$ cat src/rtl/tpc_pkg.sv
package tpc_pkg;
  typedef enum logic [1:0] {
    KEY_IDLE      = 2'd0,
    KEY_ON        = 2'd1,
    KEY_BLOCKED   = 2'd2,
    KEY_TIMED_OUT = 2'd3
  } key_state_e;
endpackage

$ cat src/rtl/tpc_step_timer.sv
// Continuous-transmit timer: a tick prescaler feeding a step counter.
module tpc_step_timer #(
  parameter int unsigned TICKS_PER_STEP = 10000,
  parameter int unsigned CODE_W         = 7
) (
  input  logic              clk,
  input  logic              rst_n,
  input  logic              run,
  input  logic              tick,
  input  logic              limit_en,
  input  logic [CODE_W-1:0] limit_steps,
  output logic              done
);
  localparam int unsigned SUB_W = (TICKS_PER_STEP > 1) ? $clog2(TICKS_PER_STEP) : 1;
  localparam logic [SUB_W-1:0] SUB_LAST = SUB_W'(TICKS_PER_STEP - 1);

  logic [SUB_W-1:0]  sub_q;
  logic [CODE_W-1:0] step_q;
  logic              step_wrap;

  assign step_wrap = tick && (sub_q == SUB_LAST);
  assign done = run && limit_en && step_wrap &&
                ((step_q + CODE_W'(1)) == limit_steps);

  always_ff @(posedge clk) begin
    if (!rst_n || !run) begin
      sub_q  <= '0;
      step_q <= '0;
    end else if (tick) begin
      if (step_wrap) begin
        sub_q <= '0;
        if (limit_en && (step_q != '1)) step_q <= step_q + CODE_W'(1);
      end else begin
        sub_q <= sub_q + SUB_W'(1);
      end
    end
  end
endmodule

$ cat src/rtl/tpc_key_fsm.sv
// Keying state machine: lockout at request start, timeout hold, release.
module tpc_key_fsm
  import tpc_pkg::*;
(
  input  logic       clk,
  input  logic       rst_n,
  input  logic       tx_req,
  input  logic       chan_busy,
  input  logic       lock_en,
  input  logic       tout_done,
  output key_state_e state
);
  key_state_e state_d;

  always_comb begin
    state_d = state;
    unique case (state)
      KEY_IDLE:
        if (tx_req) state_d = (lock_en && chan_busy) ? KEY_BLOCKED : KEY_ON;
      KEY_ON:
        if (!tx_req)        state_d = KEY_IDLE;
        else if (tout_done) state_d = KEY_TIMED_OUT;
      KEY_BLOCKED, KEY_TIMED_OUT:
        if (!tx_req) state_d = KEY_IDLE;
      default: state_d = KEY_IDLE;
    endcase
  end

  always_ff @(posedge clk) begin
    if (!rst_n) state <= KEY_IDLE;
    else        state <= state_d;
  end
endmodule

$ cat src/rtl/tpc_rx_sched.sv
// Receiver sleep/wake duty-cycle scheduler.
module tpc_rx_sched #(
  parameter int unsigned PS_W = 16
) (
  input  logic            clk,
  input  logic            rst_n,
  input  logic            active,
  input  logic            tick,
  input  logic [PS_W-1:0] on_ticks,
  input  logic [PS_W-1:0] off_ticks,
  output logic            rx_on
);
  logic            asleep_q;
  logic [PS_W-1:0] cnt_q;
  logic [PS_W-1:0] lim_sel;
  logic [PS_W-1:0] lim_eff;
  logic [PS_W:0]   cnt_nxt;

  always_comb begin
    lim_sel = asleep_q ? off_ticks : on_ticks;
    lim_eff = (lim_sel == '0) ? PS_W'(1) : lim_sel;
    cnt_nxt = {1'b0, cnt_q} + (PS_W+1)'(1);
  end

  always_ff @(posedge clk) begin
    if (!rst_n || !active) begin
      asleep_q <= 1'b0;
      cnt_q    <= '0;
    end else if (tick) begin
      if (cnt_nxt >= {1'b0, lim_eff}) begin
        asleep_q <= !asleep_q;
        cnt_q    <= '0;
      end else begin
        cnt_q <= cnt_nxt[PS_W-1:0];
      end
    end
  end

  assign rx_on = !asleep_q;
endmodule

$ cat src/rtl/tpc_keying_arbiter.sv
// Top: keying arbiter with timeout and receiver power-save scheduling.
module tpc_keying_arbiter
  import tpc_pkg::*;
#(
  parameter int unsigned TICKS_PER_STEP = 10000,
  parameter int unsigned CODE_W         = 7,
  parameter int unsigned TOUT_MAX_CODE  = 99,
  parameter int unsigned PS_W           = 16
) (
  input  logic              clk,
  input  logic              rst_n,
  input  logic              tick_ms,
  input  logic              tx_req,
  input  logic              chan_busy,
  input  logic              cfg_lockout_en,
  input  logic              cfg_tot_en,
  input  logic [CODE_W-1:0] cfg_tot_code,
  input  logic              cfg_ps_en,
  input  logic [PS_W-1:0]   cfg_rx_on_ms,
  input  logic [PS_W-1:0]   cfg_rx_off_ms,
  output logic              tx_en,
  output logic              rx_pwr_en,
  output logic              tot_expired
);
  localparam logic [CODE_W-1:0] CODE_TOP = CODE_W'(TOUT_MAX_CODE);

  key_state_e        key_state;
  logic              tout_done;
  logic [CODE_W-1:0] code_eff;
  logic [CODE_W-1:0] code_q;
  logic              tot_en_q;
  logic              ps_active;

  // Clamp the step code: 0 means one step, values above the top are limited.
  always_comb begin
    if (cfg_tot_code == '0)          code_eff = CODE_W'(1);
    else if (cfg_tot_code > CODE_TOP) code_eff = CODE_TOP;
    else                              code_eff = cfg_tot_code;
  end

  // Timeout settings are taken only while idle and frozen during a transmission.
  always_ff @(posedge clk) begin
    if (!rst_n) begin
      code_q   <= CODE_W'(1);
      tot_en_q <= 1'b0;
    end else if (key_state == KEY_IDLE) begin
      code_q   <= code_eff;
      tot_en_q <= cfg_tot_en;
    end
  end

  tpc_key_fsm i_key_fsm (
    .clk       (clk),
    .rst_n     (rst_n),
    .tx_req    (tx_req),
    .chan_busy (chan_busy),
    .lock_en   (cfg_lockout_en),
    .tout_done (tout_done),
    .state     (key_state)
  );

  tpc_step_timer #(
    .TICKS_PER_STEP (TICKS_PER_STEP),
    .CODE_W         (CODE_W)
  ) i_step_timer (
    .clk         (clk),
    .rst_n       (rst_n),
    .run         (key_state == KEY_ON),
    .tick        (tick_ms),
    .limit_en    (tot_en_q),
    .limit_steps (code_q),
    .done        (tout_done)
  );

  assign ps_active = cfg_ps_en && (key_state == KEY_IDLE) && !tx_req && !chan_busy;

  tpc_rx_sched #(
    .PS_W (PS_W)
  ) i_rx_sched (
    .clk       (clk),
    .rst_n     (rst_n),
    .active    (ps_active),
    .tick      (tick_ms),
    .on_ticks  (cfg_rx_on_ms),
    .off_ticks (cfg_rx_off_ms),
    .rx_on     (rx_pwr_en)
  );

  assign tx_en       = (key_state == KEY_ON);
  assign tot_expired = (key_state == KEY_TIMED_OUT);
endmodule

$ cat config.mk
export PLATFORM = sky130hd
export DESIGN_NAME = tpc_keying_arbiter
export DESIGN_NICKNAME = d
export VERILOG_FILES = /design/src/rtl/tpc_pkg.sv /design/src/rtl/tpc_step_timer.sv /design/src/rtl/tpc_key_fsm.sv /design/src/rtl/tpc_rx_sched.sv /design/src/rtl/tpc_keying_arbiter.sv
export SDC_FILE = /design/constraint.sdc
export NUM_CORES = 1
export LEC_CHECK = 0
export BUFFER_PORTS_ARGS = -buffer_cell sky130_fd_sc_hd__buf_2
export CAP_MARGIN = 40
export CORE_ASPECT_RATIO = 1.1
export CORE_UTILIZATION = 40
export CTS_BUF_LIST = sky130_fd_sc_hd__clkbuf_8
export DETAILED_ROUTE_END_ITERATION = 12
export SETUP_SLACK_MARGIN = 0.05
export SLEW_MARGIN = 20
export SYNTH_ARGS = -nofsm -noshare
export SYNTH_HDL_FRONTEND = slang
export SYNTH_SLANG_ARGS = --single-unit
export TNS_END_PERCENT = 20
$ cat constraint.sdc
create_clock -name clk -period 4.75 [get_ports clk]
set_clock_uncertainty 0.2 [all_clocks]
set_input_delay 0.2375 -clock clk [delete_from_list [all_inputs] [get_ports clk]]
set_output_delay 0.2375 -clock clk [all_outputs]
set_load 0.05 [all_outputs]
==> results.cfg, run 1 <==
[outcome]
status = completed

[logic_synthesis]
synth_largest_area_cell = dfxtp_1
synth_top_area_share = 0.307
ys_seq_elements = 48
synth.yosys.seq_area_share = 0.307
async_flop_share = 0
synth_cell_types = 50
synth_top_cells_by_area = dfxtp_1 (31%), ha_1 (7.6%), xor2_1 (5.9%)
synth_cells = 383
synth_area_um2 = 3130
synth_edf_count = 0
synth_fp_nets = 449
synth-main-ff-cell = dfxtp_1
synthTopCellsByCount = dfxtp_1 (48), nand2_1 (45), nor2_1 (42), nand3_1 (25), xor2_1 (21)
avgSynthCellArea_um2 = 8.16
yosys_warnings = 0
yosysMostFrequentCell = dfxtp_1

[clocking]
cts_root_buffer = clkbuf_8
ctsResizeCount = 0
cts.path.max_buffers = 2
cts_sinks = 48
clk_latency_ns = 0.30
cts_tree = yes
numCtsBuffers = 5
htreeDepth = 2
clk_pin_slew_ns = 0.09
post_cts_buffers = 0

[worst_setup_path]
path_delay_family = simple AND/OR/NAND/NOR gates
reg2reg_depth = 11
cp_cell_sequence = ha_1, nand4_1, nor4_1, xor2_1, ha_1, a211oi_1, o21ai_0, o2111ai_1, o211ai_2, or3_1, a21oi_1
cp-end-kind = flip-flop
crit_fanout = 17
arrival_ns = 3.71
cp-start-kind = flip-flop
timing.rr.start = i_rx_sched.cnt_q[0]$_SDFFE_PP0P_
cp.required_ns = 4.76
slowest_delay_ns = 0.47
cpMostUsedCell = ha_1
slowest_stage = or3_1
ff2ff_setup_slack_ns = 1.06
r2r-end = i_rx_sched.cnt_q[3]$_SDFFE_PP0P_
critPathKind = flip-flop to flip-flop
crit_buf_inv = 0

[drt]
dr.first_iter.drc_count = 112
ant_nets = 0
routedWlPerCell_um = 12.6
dr.pass1.iters = 6
drt_wl_total_um = 6740
drc = 0
via_per_inst = 5.22
vias = 2787

[floorplanning]
die_width_um = 86.3
coreArea_um2 = 7510
fp.dieH_um = 94.7
rows = 33
start_util = 0.416
dieArea_um2 = 8170
io_pins = 50

[place]
pre_cts_slack_ns = 0.936
placement.io_buffers = 49
routabilityCongestion = 0.819
hpwl_um = 5120

[timing]
setup_viol = 0
slew_headroom = 0.506
min_period_ns = 3.69
tns_ns = 0
clock.fmax_ghz = 0.271
report.final.slew_viol_count = 0
hold_viol_final = 0
fin_ws_ns = 1.06
fin_crit_sh = 0.778
rsz0062_at_grt = false
worstMarginPinSlew_ns = 0.738

[hold_path]
holdPathStages = 3
worstHoldStart = cfg_tot_code[0]
hold_class = primary input to flip-flop
hold_path_end = code_q[0]$_SDFFE_PN1N_

[power_and_ir_drop]
p_leak_nw = 1.34
powerDensity_nw_per_um2 = 205
peakVddDrop_v = 0.000175

[global_routing]
overflow = 0
grt_max_degree = 24
grt_pass1_vias = 2527
grt_use_total = 0.172
antenna_found_initial = 0
grt_pass1_wl_um = 11300

[finish]
syn2layout_area_growth_pct = 14.0
regArea_um2 = 961
nets = 494
fillers = 773
multi_input_area_um2 = 2050
drive_above_1_share = 0.163
diodes = 0

[flow_run]
max-cap-violations = 0
worst register-to-register path, stage by stage, from the launching register on:
cell and delay [ns]:
dfxtp_1 0.46, ha_1 0.33, nand4_1 0.19, nor4_1 0.45
xor2_1 0.27, ha_1 0.28, a211oi_1 0.23, o21ai_0 0.13
o2111ai_1 0.11, o211ai_2 0.36, or3_1 0.47, a21oi_1 0.14
repair_timing:
action                                 in CTS  in global routing
hold buffers                                1                  0
endpoints found under the hold margin       1                  0
setup endpoints to repair                   0                  0
logic make-up after synthesis:
logic type / share of synthesized area
and+or+nand+nor: 0.281
AOI/OAI and AO/OA: 0.131
DFF: 0.307
xor gates and xnor gates: 0.112
buffers and inverters: 0.0352
adders and majority gates: 0.0761
muxes: 0.0576
sequential cells by signal (all words and copies together) (netlist names):
| name | flops |
|---|---|
| code_q | 7 |
| i_key_fsm.state | 2 |
| i_rx_sched.asleep_q | 1 |
| i_rx_sched.cnt_q | 16 |
| i_step_timer.step_q | 7 |
| i_step_timer.sub_q | 14 |
| tot_en_q | 1 |
through the flow:
| stage | cell area [um2] | std cells | util | hold slack [ns] | power, mW |
|---|---|---|---|---|---|
| 3_5_place_dp | 3450 | 524 | 0.459 | 0.275 | 0.497 |
| 3_3_place_gp | 3450 | 524 | 0.459 | 0.255 | 0.496 |
| 5_1_grt | 3560 | 534 | 0.474 | 0.00883 | 0.768 |
| 6_report | 3560 | 534 | 0.474 | 0.0134 | 0.729 |
| 4_1_cts | 3550 | 533 | 0.472 | 0.00433 | 0.742 |
| 2_1_floorplan | 3130 | 383 | - | 0.178 | 0.466 |
cell usage in the layout (no fill, tap or decap), types with 8 or more instances in the layout:
cell | synthesis | layout
ha_1 | 19 | 19
nand3_1 | 25 | 25
buf_2 | 4 | 49
xnor2_1 | 19 | 19
inv_1 | 13 | 15
nand4_1 | 13 | 13
a21oi_1 | 17 | 17
o21ai_0 | 9 | 9
nand2_1 | 45 | 45
nor2_1 | 42 | 42
mux2i_1 | 18 | 18
and3_1 | 8 | 8
xor2_1 | 21 | 21
dfxtp_1 | 48 | 48
worst max path at each step:
stage          cells after the start                             start                               end
5_1_grt                           11  i_rx_sched.cnt_q[0]$_SDFFE_PP0P_  i_rx_sched.cnt_q[4]$_SDFFE_PP0P_
4_1_cts                           10  i_rx_sched.asleep_q$_SDFFE_PP0P_  i_rx_sched.cnt_q[6]$_SDFFE_PP0P_
2_1_floorplan                     13  i_rx_sched.asleep_q$_SDFFE_PP0P_  i_rx_sched.asleep_q$_SDFFE_PP0P_
3_3_place_gp                      10  i_rx_sched.asleep_q$_SDFFE_PP0P_  i_rx_sched.asleep_q$_SDFFE_PP0P_
3_5_place_dp                      10  i_rx_sched.asleep_q$_SDFFE_PP0P_  i_rx_sched.cnt_q[6]$_SDFFE_PP0P_
6_report                          11  i_rx_sched.cnt_q[0]$_SDFFE_PP0P_  i_rx_sched.cnt_q[3]$_SDFFE_PP0P_
layer usage:
layer  vias to the layer above  track usage  part of all wire
met5                         -            0                 0
met2                        61        0.301              0.47
li1                       1456            -                 -
met1                      1261        0.218              0.48
met4                         0       0.0542             0.015
met3                         9       0.0236             0.039
where the power goes:
part / internal [mW] / leakage [nW] / switching [mW]
Sequential: 0.408 / 0.389 / 0.00479
Combinational: 0.0337 / 0.893 / 0.0415
Clock: 0.115 / 0.0538 / 0.126
area by class of cell:
class / count / share of cell area
Clock buffer: 6 / 0.0232
Inverter: 13 / 0.0137
Multi-Input combinational cell: 308 / 0.577
Timing Repair Buffer: 52 / 0.0779
Tap cell: 105 / 0.0369
Clock inverter: 2 / 0.00211
Sequential cell: 48 / 0.270
(Power assumes the default switching activity.)
==> run 2: changes to the inputs <==
clock period = 3.6 ns   (was 4.75 ns; I/O delays follow)
==> run 2 against run 1 <==
  * Combinational power up 48%
  * Highest routed layer unchanged
  * Via count up 2.5%
  * Largest cell class unchanged
  * Cell count up 2.6%
  * Critical path type unchanged
  * Sequential share of layout area down 1.4 points
  * Clock power up 23%
  * Clock-buffer cell count down 1
  * Critical path depth up 2
  * Largest power group unchanged
==> results.cfg, run 2 (synthesis results as in run 1) <==
[drt]
wl_met1_um = 3420
met2_length_um = 3490
drc = 0
dr.pass1.iters = 4
vias = 2858
dr.first_iter.drc_count = 172
drt_wl_total_um = 7280
wl_met3_um = 250
ant_nets = 0
routedWlPerCell_um = 13.3
dr.max_layer_used = met4
via_per_inst = 5.22

[timing]
clock.fmax_ghz = 0.298
hold_viol_final = 0
slew_headroom = 0.536
worstMarginPinSlew_ns = 0.693
rsz0062_at_grt = false
fin_crit_sh = 0.932
whs_ns = 0.0405
setup_viol = 0
fin_ws_ns = 0.244
min_period_ns = 3.36
report.final.slew_viol_count = 0

[place]
hpwl_um = 5270
dp_cells = 525
placement.io_buffers = 49
routabilityCongestion = 0.829
pre_cts_slack_ns = -0.0581

[clocking]
numCtsBuffers = 5
cts.path.max_buffers = 2
clk_pin_slew_ns = 0.08
cts_sinks = 48
htreeDepth = 2
cts_root_buffer = clkbuf_8
cts_tree = yes
clk_latency_ns = 0.30

[global_routing]
grt_pass1_vias = 2711
grt_use_total = 0.178
grt_max_degree = 24
overflow = 0
grt_pass1_wl_um = 11800
antenna_found_initial = 0

[finish]
fin_cells = 548
layout_common_cells = buf_2 (49), dfxtp_1 (47), nand2_1 (44)
top_regs = i_rx_sched.cnt_q (16), i_step_timer.sub_q (14)
fillers = 736
drive_above_1_share = 0.185
final_util = 0.500
diodes = 0
final_common_cell = buf_2
nets = 509
regArea_um2 = 962
multi_input_area_um2 = 2130
largest_reg_flops = 16
syn2layout_area_growth_pct = 20.2
regMostFlops = i_rx_sched.cnt_q

[worst_setup_path]
cp.required_ns = 3.61
cp-end-kind = flip-flop
critPathKind = flip-flop to flip-flop
cp-start-kind = flip-flop
arrival_ns = 3.37
crit_fanout = 7

[floorplanning]
rows = 33
fp.dieH_um = 94.7
dieArea_um2 = 8170
coreArea_um2 = 7510
die_width_um = 86.3
start_util = 0.416
io_pins = 50

[power_and_ir_drop]
combPwrFrac = 0.117
total_power_mw = 0.952
peakVddDrop_v = 0.000227
p_int_mw = 0.721
p_leak_nw = 1.40
seqPwrFrac = 0.572
p_clk_frac = 0.311
power_switching_mw = 0.232
powerDensity_nw_per_um2 = 254
switching_share = 0.243

[flow_run]
max-cap-violations = 0

[outcome]
status = completed

[hold_path]
hold_class = primary input to flip-flop
-- run 2: final timing paths --
kind	to	slack, ns	depth (start not counted)	start
min	i_rx_sched.asleep_q$_SDFFE_PP0P_	0.04	4	chan_busy
max	i_rx_sched.cnt_q[1]$_SDFFE_PP0P_	0.24	13	i_rx_sched.cnt_q[1]$_SDFFE_PP0P_
max reg2reg	i_rx_sched.cnt_q[1]$_SDFFE_PP0P_	0.24	13	i_rx_sched.cnt_q[1]$_SDFFE_PP0P_
min reg2reg	tot_en_q$_SDFFE_PN0N_	0.28	2	tot_en_q$_SDFFE_PN0N_
-- run 2: cell type report --
cell class	count	area share
well taps	105	0.0350
inverters	13	0.0130
multi-input cells	310	0.567
clock buffers	5	0.0183
flip-flops and latches	48	0.256
clock inverters	2	0.00233
repair buffers	65	0.109
-- run 2: timing repair --
| item | in CTS | in global routing |
|---|---|---|
| gates resized for setup | 2 | 9 |
| cloned | 0 | 2 |
| buffers inserted | 0 | 2 |
| endpoints found under the setup margin | 13 | 17 |
| pin swaps | 0 | 3 |
| hold buffers | 12 | 0 |
| endpoints found under the hold margin | 10 | 0 |
-- run 2: power groups by stage --
stage	clock network [mW]	registers, mW	logic (mW)
floorplan	0	0.556	0.0586
global placement	0	0.557	0.0987
detailed placement	0	0.558	0.100
CTS	0.310	0.545	0.110
global route	0.332	0.546	0.125
finish	0.296	0.545	0.111
-- run 2: stage by stage --
step | instance area [um2] | TNS, ns
global route | 3760 | 0
detailed placement | 3470 | -0.156
global placement | 3470 | -0.0217
floorplan | 3130 | 0
CTS | 3680 | 0
finish | 3760 | 0
-- run 2: critical path, stage by stage (launching register included) --
cell and delay, ns:
dfxtp_1 0.40, ha_2 0.27, nand4_1 0.19, nor2_2 0.28
nand3_1 0.13, xnor2_1 0.23, inv_1 0.09, ha_1 0.34
nand2_1 0.08, nor2_1 0.06, a41oi_2 0.31, nand2_2 0.18
or3_1 0.37, a21oi_1 0.15
-- run 2: layer usage --
layer,track usage,vias to the layer above
met4,0.0500,0
met5,0,-
li1,-,1490
met3,0.0271,10
met2,0.325,55
met1,0.214,1303
